===== src/rtl/txn_track_pkg.sv =====
package txn_track_pkg;

    typedef enum logic [1:0] {
        OP_BEGIN = 2'd0,
        OP_END   = 2'd1,
        OP_ABORT = 2'd2,
        OP_TEST  = 2'd3
    } txn_op_e;

    typedef enum logic [1:0] {
        AB_NONE     = 2'd0,
        AB_CONFLICT = 2'd1,
        AB_EXPLICIT = 2'd2,
        AB_OVERFLOW = 2'd3
    } abort_code_e;

    typedef enum logic {
        ST_IDLE   = 1'b0,
        ST_ACTIVE = 1'b1
    } txn_state_e;

endpackage


===== src/rtl/txn_nest_ctr.sv =====
module txn_nest_ctr #(
    parameter int MAX_DEPTH = 4,
    localparam int DEPTH_W  = $clog2(MAX_DEPTH + 1)
) (
    input  logic               clk,
    input  logic               rst_n,
    input  logic               inc,
    input  logic               dec,
    input  logic               clr,
    output logic [DEPTH_W-1:0] depth,
    output logic               at_one,
    output logic               at_max
);
    localparam logic [DEPTH_W-1:0] ONE = DEPTH_W'(1);
    localparam logic [DEPTH_W-1:0] TOP = DEPTH_W'(MAX_DEPTH);

    logic [DEPTH_W-1:0] depth_q;

    // Clear wins over a count step; inc and dec are never raised together.
    always_ff @(posedge clk or negedge rst_n) begin
        if (!rst_n) begin
            depth_q <= '0;
        end else if (clr) begin
            depth_q <= '0;
        end else if (inc && depth_q != TOP) begin
            depth_q <= depth_q + ONE;
        end else if (dec && depth_q != '0) begin
            depth_q <= depth_q - ONE;
        end
    end

    assign depth  = depth_q;
    assign at_one = (depth_q == ONE);
    assign at_max = (depth_q == TOP);
endmodule


===== src/rtl/txn_tag_bits.sv =====
module txn_tag_bits #(
    parameter int NUM_LINES = 8,
    localparam int IDX_W    = $clog2(NUM_LINES)
) (
    input  logic                 clk,
    input  logic                 rst_n,
    input  logic                 track_en,
    input  logic                 clr_bits,
    input  logic                 cap_mask,
    input  logic                 acc_valid,
    input  logic [IDX_W-1:0]     acc_idx,
    input  logic                 inv_valid,
    input  logic [IDX_W-1:0]     inv_idx,
    input  logic                 rd_valid,
    input  logic [IDX_W-1:0]     rd_idx,
    input  logic                 rd_mod,
    output logic [NUM_LINES-1:0] bits,
    output logic                 conflict,
    output logic [NUM_LINES-1:0] inv_mask
);
    logic [NUM_LINES-1:0] bits_q;
    logic [NUM_LINES-1:0] inv_q;
    logic [NUM_LINES-1:0] inv_hit;
    logic [NUM_LINES-1:0] rd_hit;

    // One tracking flop per line, set by a tracked access, cleared on exit.
    for (genvar g = 0; g < NUM_LINES; g++) begin : g_line
        always_ff @(posedge clk or negedge rst_n) begin
            if (!rst_n) begin
                bits_q[g] <= 1'b0;
            end else if (clr_bits) begin
                bits_q[g] <= 1'b0;
            end else if (track_en && acc_valid && acc_idx == IDX_W'(g)) begin
                bits_q[g] <= 1'b1;
            end
        end

        assign inv_hit[g] = inv_valid && (inv_idx == IDX_W'(g)) && bits_q[g];
        assign rd_hit[g]  = rd_valid && rd_mod && (rd_idx == IDX_W'(g)) && bits_q[g];
    end

    always_ff @(posedge clk or negedge rst_n) begin
        if (!rst_n) begin
            inv_q <= '0;
        end else begin
            inv_q <= cap_mask ? bits_q : '0;
        end
    end

    assign conflict = |(inv_hit | rd_hit);
    assign bits     = bits_q;
    assign inv_mask = inv_q;
endmodule


===== src/rtl/txn_ctrl.sv =====
module txn_ctrl
    import txn_track_pkg::*;
(
    input  logic    clk,
    input  logic    rst_n,
    input  logic    cmd_valid,
    input  txn_op_e cmd_op,
    input  logic    conflict,
    input  logic    at_one,
    input  logic    at_max,
    output logic    active,
    output logic    inc,
    output logic    dec,
    output logic    clr_depth,
    output logic    track_en,
    output logic    clr_bits,
    output logic    cap_mask,
    output logic    ckpt_save,
    output logic    ckpt_restore,
    output logic    sb_flush,
    output logic    sb_clear,
    output logic    abort_pulse,
    output logic [1:0] abort_code,
    output logic    commit_pulse,
    output logic    end_err,
    output logic    test_valid,
    output logic    test_in_txn
);
    txn_state_e  state_q, state_d;
    abort_code_e cause;
    logic        is_begin, is_end, is_abort, is_test;
    logic        open_now, rollback_now, commit_now, idle_end;

    logic        save_q, restore_q, flush_q, clear_q, abort_q;
    logic        commit_q, err_q, tv_q, tin_q;
    abort_code_e code_q;

    assign is_begin = cmd_valid && (cmd_op == OP_BEGIN);
    assign is_end   = cmd_valid && (cmd_op == OP_END);
    assign is_abort = cmd_valid && (cmd_op == OP_ABORT);
    assign is_test  = cmd_valid && (cmd_op == OP_TEST);

    // Transition decode: conflict outranks explicit abort, which outranks overflow.
    always_comb begin
        state_d      = state_q;
        open_now     = 1'b0;
        rollback_now = 1'b0;
        commit_now   = 1'b0;
        idle_end     = 1'b0;
        cause        = AB_NONE;
        unique case (state_q)
            ST_IDLE: begin
                idle_end = is_end;
                if (is_begin) begin
                    open_now = 1'b1;
                    state_d  = ST_ACTIVE;
                end
            end
            ST_ACTIVE: begin
                if (conflict) begin
                    cause = AB_CONFLICT;
                end else if (is_abort) begin
                    cause = AB_EXPLICIT;
                end else if (is_begin && at_max) begin
                    cause = AB_OVERFLOW;
                end
                rollback_now = (cause != AB_NONE);
                commit_now   = !rollback_now && is_end && at_one;
                if (rollback_now || commit_now) begin
                    state_d = ST_IDLE;
                end
            end
        endcase
    end

    // Commands to the depth counter and the tracking array.
    always_comb begin
        inc       = open_now || (state_q == ST_ACTIVE && is_begin && !rollback_now);
        dec       = state_q == ST_ACTIVE && is_end && !rollback_now;
        clr_depth = rollback_now;
        track_en  = state_q == ST_ACTIVE && !rollback_now && !commit_now;
        clr_bits  = rollback_now || commit_now;
        cap_mask  = rollback_now;
    end

    // State register.
    always_ff @(posedge clk or negedge rst_n) begin
        if (!rst_n) begin
            state_q <= ST_IDLE;
        end else begin
            state_q <= state_d;
        end
    end

    // Registered strobes, valid for one cycle after the causing event.
    always_ff @(posedge clk or negedge rst_n) begin
        if (!rst_n) begin
            save_q    <= 1'b0;
            restore_q <= 1'b0;
            flush_q   <= 1'b0;
            clear_q   <= 1'b0;
            abort_q   <= 1'b0;
            code_q    <= AB_NONE;
            commit_q  <= 1'b0;
            err_q     <= 1'b0;
            tv_q      <= 1'b0;
            tin_q     <= 1'b0;
        end else begin
            save_q    <= open_now;
            restore_q <= rollback_now;
            flush_q   <= open_now || commit_now;
            clear_q   <= rollback_now;
            abort_q   <= rollback_now;
            code_q    <= cause;
            commit_q  <= commit_now;
            err_q     <= idle_end;
            tv_q      <= is_test;
            tin_q     <= is_test && (state_q == ST_ACTIVE);
        end
    end

    assign active       = (state_q == ST_ACTIVE);
    assign ckpt_save    = save_q;
    assign ckpt_restore = restore_q;
    assign sb_flush     = flush_q;
    assign sb_clear     = clear_q;
    assign abort_pulse  = abort_q;
    assign abort_code   = code_q;
    assign commit_pulse = commit_q;
    assign end_err      = err_q;
    assign test_valid   = tv_q;
    assign test_in_txn  = tin_q;
endmodule


===== src/rtl/txn_track_unit.sv =====
module txn_track_unit
    import txn_track_pkg::*;
#(
    parameter int NUM_LINES = 8,
    parameter int MAX_DEPTH = 4,
    localparam int IDX_W    = $clog2(NUM_LINES),
    localparam int DEPTH_W  = $clog2(MAX_DEPTH + 1)
) (
    input  logic                 clk,
    input  logic                 rst_n,
    input  logic                 cmd_valid,
    input  logic [1:0]           cmd_op,
    input  logic                 acc_valid,
    input  logic [IDX_W-1:0]     acc_idx,
    input  logic                 snp_inv_valid,
    input  logic [IDX_W-1:0]     snp_inv_idx,
    input  logic                 snp_rd_valid,
    input  logic [IDX_W-1:0]     snp_rd_idx,
    input  logic                 snp_rd_mod,
    output logic                 txn_active,
    output logic [DEPTH_W-1:0]   txn_depth,
    output logic [NUM_LINES-1:0] txn_bits,
    output logic                 ckpt_save,
    output logic                 ckpt_restore,
    output logic                 sb_flush,
    output logic                 sb_clear,
    output logic [NUM_LINES-1:0] line_inv_mask,
    output logic                 abort_pulse,
    output logic [1:0]           abort_code,
    output logic                 commit_pulse,
    output logic                 end_err,
    output logic                 test_valid,
    output logic                 test_in_txn
);
    logic conflict, at_one, at_max;
    logic inc, dec, clr_depth, track_en, clr_bits, cap_mask;

    txn_ctrl u_ctrl (
        .clk          (clk),
        .rst_n        (rst_n),
        .cmd_valid    (cmd_valid),
        .cmd_op       (txn_op_e'(cmd_op)),
        .conflict     (conflict),
        .at_one       (at_one),
        .at_max       (at_max),
        .active       (txn_active),
        .inc          (inc),
        .dec          (dec),
        .clr_depth    (clr_depth),
        .track_en     (track_en),
        .clr_bits     (clr_bits),
        .cap_mask     (cap_mask),
        .ckpt_save    (ckpt_save),
        .ckpt_restore (ckpt_restore),
        .sb_flush     (sb_flush),
        .sb_clear     (sb_clear),
        .abort_pulse  (abort_pulse),
        .abort_code   (abort_code),
        .commit_pulse (commit_pulse),
        .end_err      (end_err),
        .test_valid   (test_valid),
        .test_in_txn  (test_in_txn)
    );

    txn_nest_ctr #(.MAX_DEPTH(MAX_DEPTH)) u_nest (
        .clk    (clk),
        .rst_n  (rst_n),
        .inc    (inc),
        .dec    (dec),
        .clr    (clr_depth),
        .depth  (txn_depth),
        .at_one (at_one),
        .at_max (at_max)
    );

    txn_tag_bits #(.NUM_LINES(NUM_LINES)) u_tags (
        .clk       (clk),
        .rst_n     (rst_n),
        .track_en  (track_en),
        .clr_bits  (clr_bits),
        .cap_mask  (cap_mask),
        .acc_valid (acc_valid),
        .acc_idx   (acc_idx),
        .inv_valid (snp_inv_valid),
        .inv_idx   (snp_inv_idx),
        .rd_valid  (snp_rd_valid),
        .rd_idx    (snp_rd_idx),
        .rd_mod    (snp_rd_mod),
        .bits      (txn_bits),
        .conflict  (conflict),
        .inv_mask  (line_inv_mask)
    );
endmodule


===== config.mk =====
export PLATFORM = sky130hd
export DESIGN_NAME = txn_track_unit
export DESIGN_NICKNAME = d
export VERILOG_FILES = /design/src/rtl/txn_track_pkg.sv /design/src/rtl/txn_nest_ctr.sv /design/src/rtl/txn_tag_bits.sv /design/src/rtl/txn_ctrl.sv /design/src/rtl/txn_track_unit.sv
export SDC_FILE = /design/constraint.sdc
export NUM_CORES = 1
export LEC_CHECK = 0
export BUFFER_PORTS_ARGS = -buffer_cell sky130_fd_sc_hd__buf_2
export CAP_MARGIN = 20
export CELL_PAD_IN_SITES_DETAIL_PLACEMENT = 1
export CELL_PAD_IN_SITES_GLOBAL_PLACEMENT = 2
export CORE_UTILIZATION = 26
export DETAILED_ROUTE_END_ITERATION = 6
export PLACE_DENSITY_LB_ADDON = 0.1
export SLEW_MARGIN = 5
export SYNTH_ARGS = -nofsm -noshare
export SYNTH_HDL_FRONTEND = slang
export SYNTH_SLANG_ARGS = --single-unit
export TNS_END_PERCENT = 1

===== constraint.sdc =====
create_clock -name clk -period 2 [get_ports clk]
set_clock_uncertainty 0.1 [all_clocks]
set_input_delay 0.1 -clock clk [delete_from_list [all_inputs] [get_ports clk]]
set_output_delay 0.1 -clock clk [all_outputs]
set_load 0.1 [all_outputs]

==> flow_metrics.tcl <==
set metrics [dict create \
    period_share 0.941 \
    cts_tree "done" \
    ir_drop_uv 962 \
    switching_share 0.546 \
    p_leak_nw 0.984 \
    grt_pass1_wl_um 6780 \
    syn_to_final_growth_pct 38.9 \
    cp.depth 7 \
    r2r_slack_ps 120 \
    grt_pass1_vias 1340 \
    cp_max_fo 8 \
    syn-mean-instance-area_um2 9.75 \
    synth_async_sr_flop_share 1.00 \
    clk_pin_slew_ps 60 \
    finalWorstSetupSlack_ps 118 \
    synth_top_area_cell "dfrtp_1" \
    gp_congestion 0.796 \
    p_switching_w 0.00191 \
    post-place-ws_ps 21.3 \
    wl_um 3920 \
    min_path_cells 3 \
    ff2ff_path_depth 7 \
    drv_cap 0 \
    die-height_um 76.3 \
    fmax_ghz 0.531 \
    max-slew-margin-rel 0.575 \
    fp.dieW_um 76.3 \
    finalCriticalPeriod_ps 1880 \
    required_ps 2100 \
    synth-seq-cells 29 \
    synthXorXnorAreaFrac 0 \
    worstPathArrival_ps 1980 \
    std_cell_rows 26 \
    design.core.area_um2 5200 \
    hold_viol_final 0 \
    yosysUniqueCellTypes 36 \
    layout-drive-gt1-share 0.409 \
    grt-ovfl-total 0 \
    final_common_cell "buf_2" \
    detail-route-antenna-nets 0 \
    cp_slowest_stage_delay_ps 470 \
    worst_pin_slew_ps 629 \
    ioPinCount 49 \
    power.density_nw_per_um2 1750 \
    grt_max_degree 30 \
    die-area_um2 5820 \
    synth-edff-count 0 \
    crit_chain "mux2i_1, o211ai_1, a2111oi_4, o21a_2, a21boi_2, buf_6, a21oi_1" \
    p_int_w 0.00158 \
    power_frac_comb 0.563 \
    synthCells 147 \
    final_util 0.383 \
    path_class "flip-flop to flip-flop" \
    cts_buffers 5 \
    multiInputGateArea_um2 676 \
    clkPwrFrac 0.177 \
    ys_seq_area_frac 0.506 \
    clockRootBuffer "clkbuf_8" \
    synthFlopType "dfrtp_1" \
    status "finished clean" \
    cts_sinks 29 \
    dpl.hpwl_um 3070 \
    slowest_stage "dfrtp_4" \
    layout_common_cells "48 x buf_2, 20 x nor2_1, 18 x dfrtp_1" \
    antenna_found_initial 0 \
    post_cts_buffers 0 \
    insertion_delay_ps 280 \
    start_util 0.275 \
    synth_top_family_by_area "simple AND/OR/NAND/NOR gates" \
    via_count 1277 \
    ff_latch_area_um2 749 \
    synth-adder-area-share 0.0349 \
    ys_top_cells_by_area "dfrtp_1 51%, nor2_1 5.2%, a21oi_1 3.8%, ha_1 3.5%, nand2_1 3.4%" \
    pwr-share-seq 0.260 \
    first_pass_iters 3 \
    yosysWarnings 0 \
    clock_path_buffers 2 \
    htreeDepth 2 \
    critical_path.top_delay_family "compound AO/OA/AOI/OAI gates" \
    port_buffers 48 \
    synth_top_area_share 0.506 \
    cp-start-kind "flip-flop" \
    viasPerCell 4.59 \
    end_kind "flip-flop" \
    synth_fp_nets 169 \
    setup_viol 0 \
    critPathBufInv 1 \
    dpl_cell_area_um2 1830 \
    synth_compound_area_frac 0.157 \
    antenna_cells 0 \
    n_fill_cell 629 \
    drt_iter0_markers 40 \
    syn_area_um2 1430 \
    hp-class "input port to flip-flop" \
    nets 229 \
    fin_area_um2 1990 \
    drcViolationCount 0 \
    rsz0062_at_grt "true" \
    slew_violations 0 \
    grt_util_all_layers 0.148 \
    wl_per_cell_um 14.1 \
    synth-simple-area-share 0.222 \
    synthMuxAreaShare 0.0279 \
]
[per-layer routing]
| metal | GRT usage | wire, um | vias up |
|---|---|---|---|
| li1 | - | - | 626 |
| met1 | 0.200 | 1870 | 612 |
| met2 | 0.232 | 1830 | 34 |
| met3 | 0.0407 | 180 | 5 |
| met4 | 0.0404 | 44 | 0 |
| met5 | 0 | 0 | - |
[power groups by stage]
stage	clock network, W	registers, W	logic, W
final	0.000618	0.000907	0.00196
after detailed placement	0	0.000923	0.00195
after CTS	0.000636	0.000912	0.00196
after floorplan	0	0.00192	0.000516
after global routing	0.000670	0.000934	0.00209
after global placement	0	0.000915	0.00194
[per-stage QoR]
stage | setup TNS (ps) | hold WS [ps] | total power (W) | instances
after floorplan | -5.21 | -296 | 0.00244 | 147
after global placement | 0 | 57.8 | 0.00285 | 269
after detailed placement | 0 | 72.5 | 0.00287 | 269
after CTS | 0 | 3.59 | 0.00351 | 278
after global routing | -985 | 7.50 | 0.00369 | 278
final | 0 | 7.94 | 0.00349 | 278
[cells in the mapped netlist, types with 2 or more instances]
cell type,n
nand2_1,13
nand3b_1,2
ha_1,4
and3_1,5
inv_1,12
a21oi_1,11
nand3_1,3
mux2i_1,4
o21ai_0,4
buf_4,2
a32o_1,2
nand4b_1,3
o21ai_2,2
nor2b_1,5
nor2_1,20
dfrtp_1,29
nor3b_1,3
and2_1,2
o211ai_1,2
nand2b_1,3
[what timing repair did]
action / 4_1_cts / 5_1_grt
hold endpoints to repair: 29 / 0
gates resized for setup: 0 / 5
hold buffers: 1 / 0
endpoints found under the setup margin: 0 / 20
[cells by family after synthesis]
family                     after synthesis
muxes                                    4
DFF                                     29
adders and majority gates                4
buffers and inverters                   16
AOI/OAI and AO/OA                       32
and+or+nand+nor                         62
[state kept, by name, summed over array words and instances (netlist names)]
name / count
u_ctrl.test_valid: 1
u_ctrl.ckpt_save: 1
u_ctrl.abort_code: 2
u_ctrl.end_err: 1
u_ctrl.active: 1
u_ctrl.commit_pulse: 1
u_tags.bits: 8
u_ctrl.test_in_txn: 1
u_nest.depth: 3
u_ctrl.sb_flush: 1
u_ctrl.ckpt_restore: 1
u_tags.inv_mask: 8
[tightest hold or removal path, stage by stage]
cell	delay [ps]
buf_2	130
nand3_1	60
a21oi_1	60
[area by class of cell]
cell class / instances / area share
multi-input combinational: 102 / 0.339
tap: 70 / 0.0440
clock buffer: 7 / 0.0433
sequential: 29 / 0.376
clock inverter: 1 / 0.0151
timing repair buffer: 57 / 0.160
inverter: 12 / 0.0226
[worst paths after layout]
| path | startpoint | endpoint |
|---|---|---|
| setup / recovery | u_tags.bits[7]$_DFFE_PN0P_ | u_tags.bits[7]$_DFFE_PN0P_ |
| hold / removal | acc_idx[0] | u_tags.bits[5]$_DFFE_PN0P_ |
| setup reg to reg | u_tags.bits[7]$_DFFE_PN0P_ | u_tags.bits[7]$_DFFE_PN0P_ |
| hold reg to reg | u_tags.bits[0]$_DFFE_PN0P_ | u_tags.bits[0]$_DFFE_PN0P_ |
| max in group asynchronous | rst_n | u_tags.bits[7]$_DFFE_PN0P_ |
| min in group asynchronous | rst_n | u_ctrl.active$_DFF_PN0_ |
Note: power is estimated with default switching activity, not from simulation.
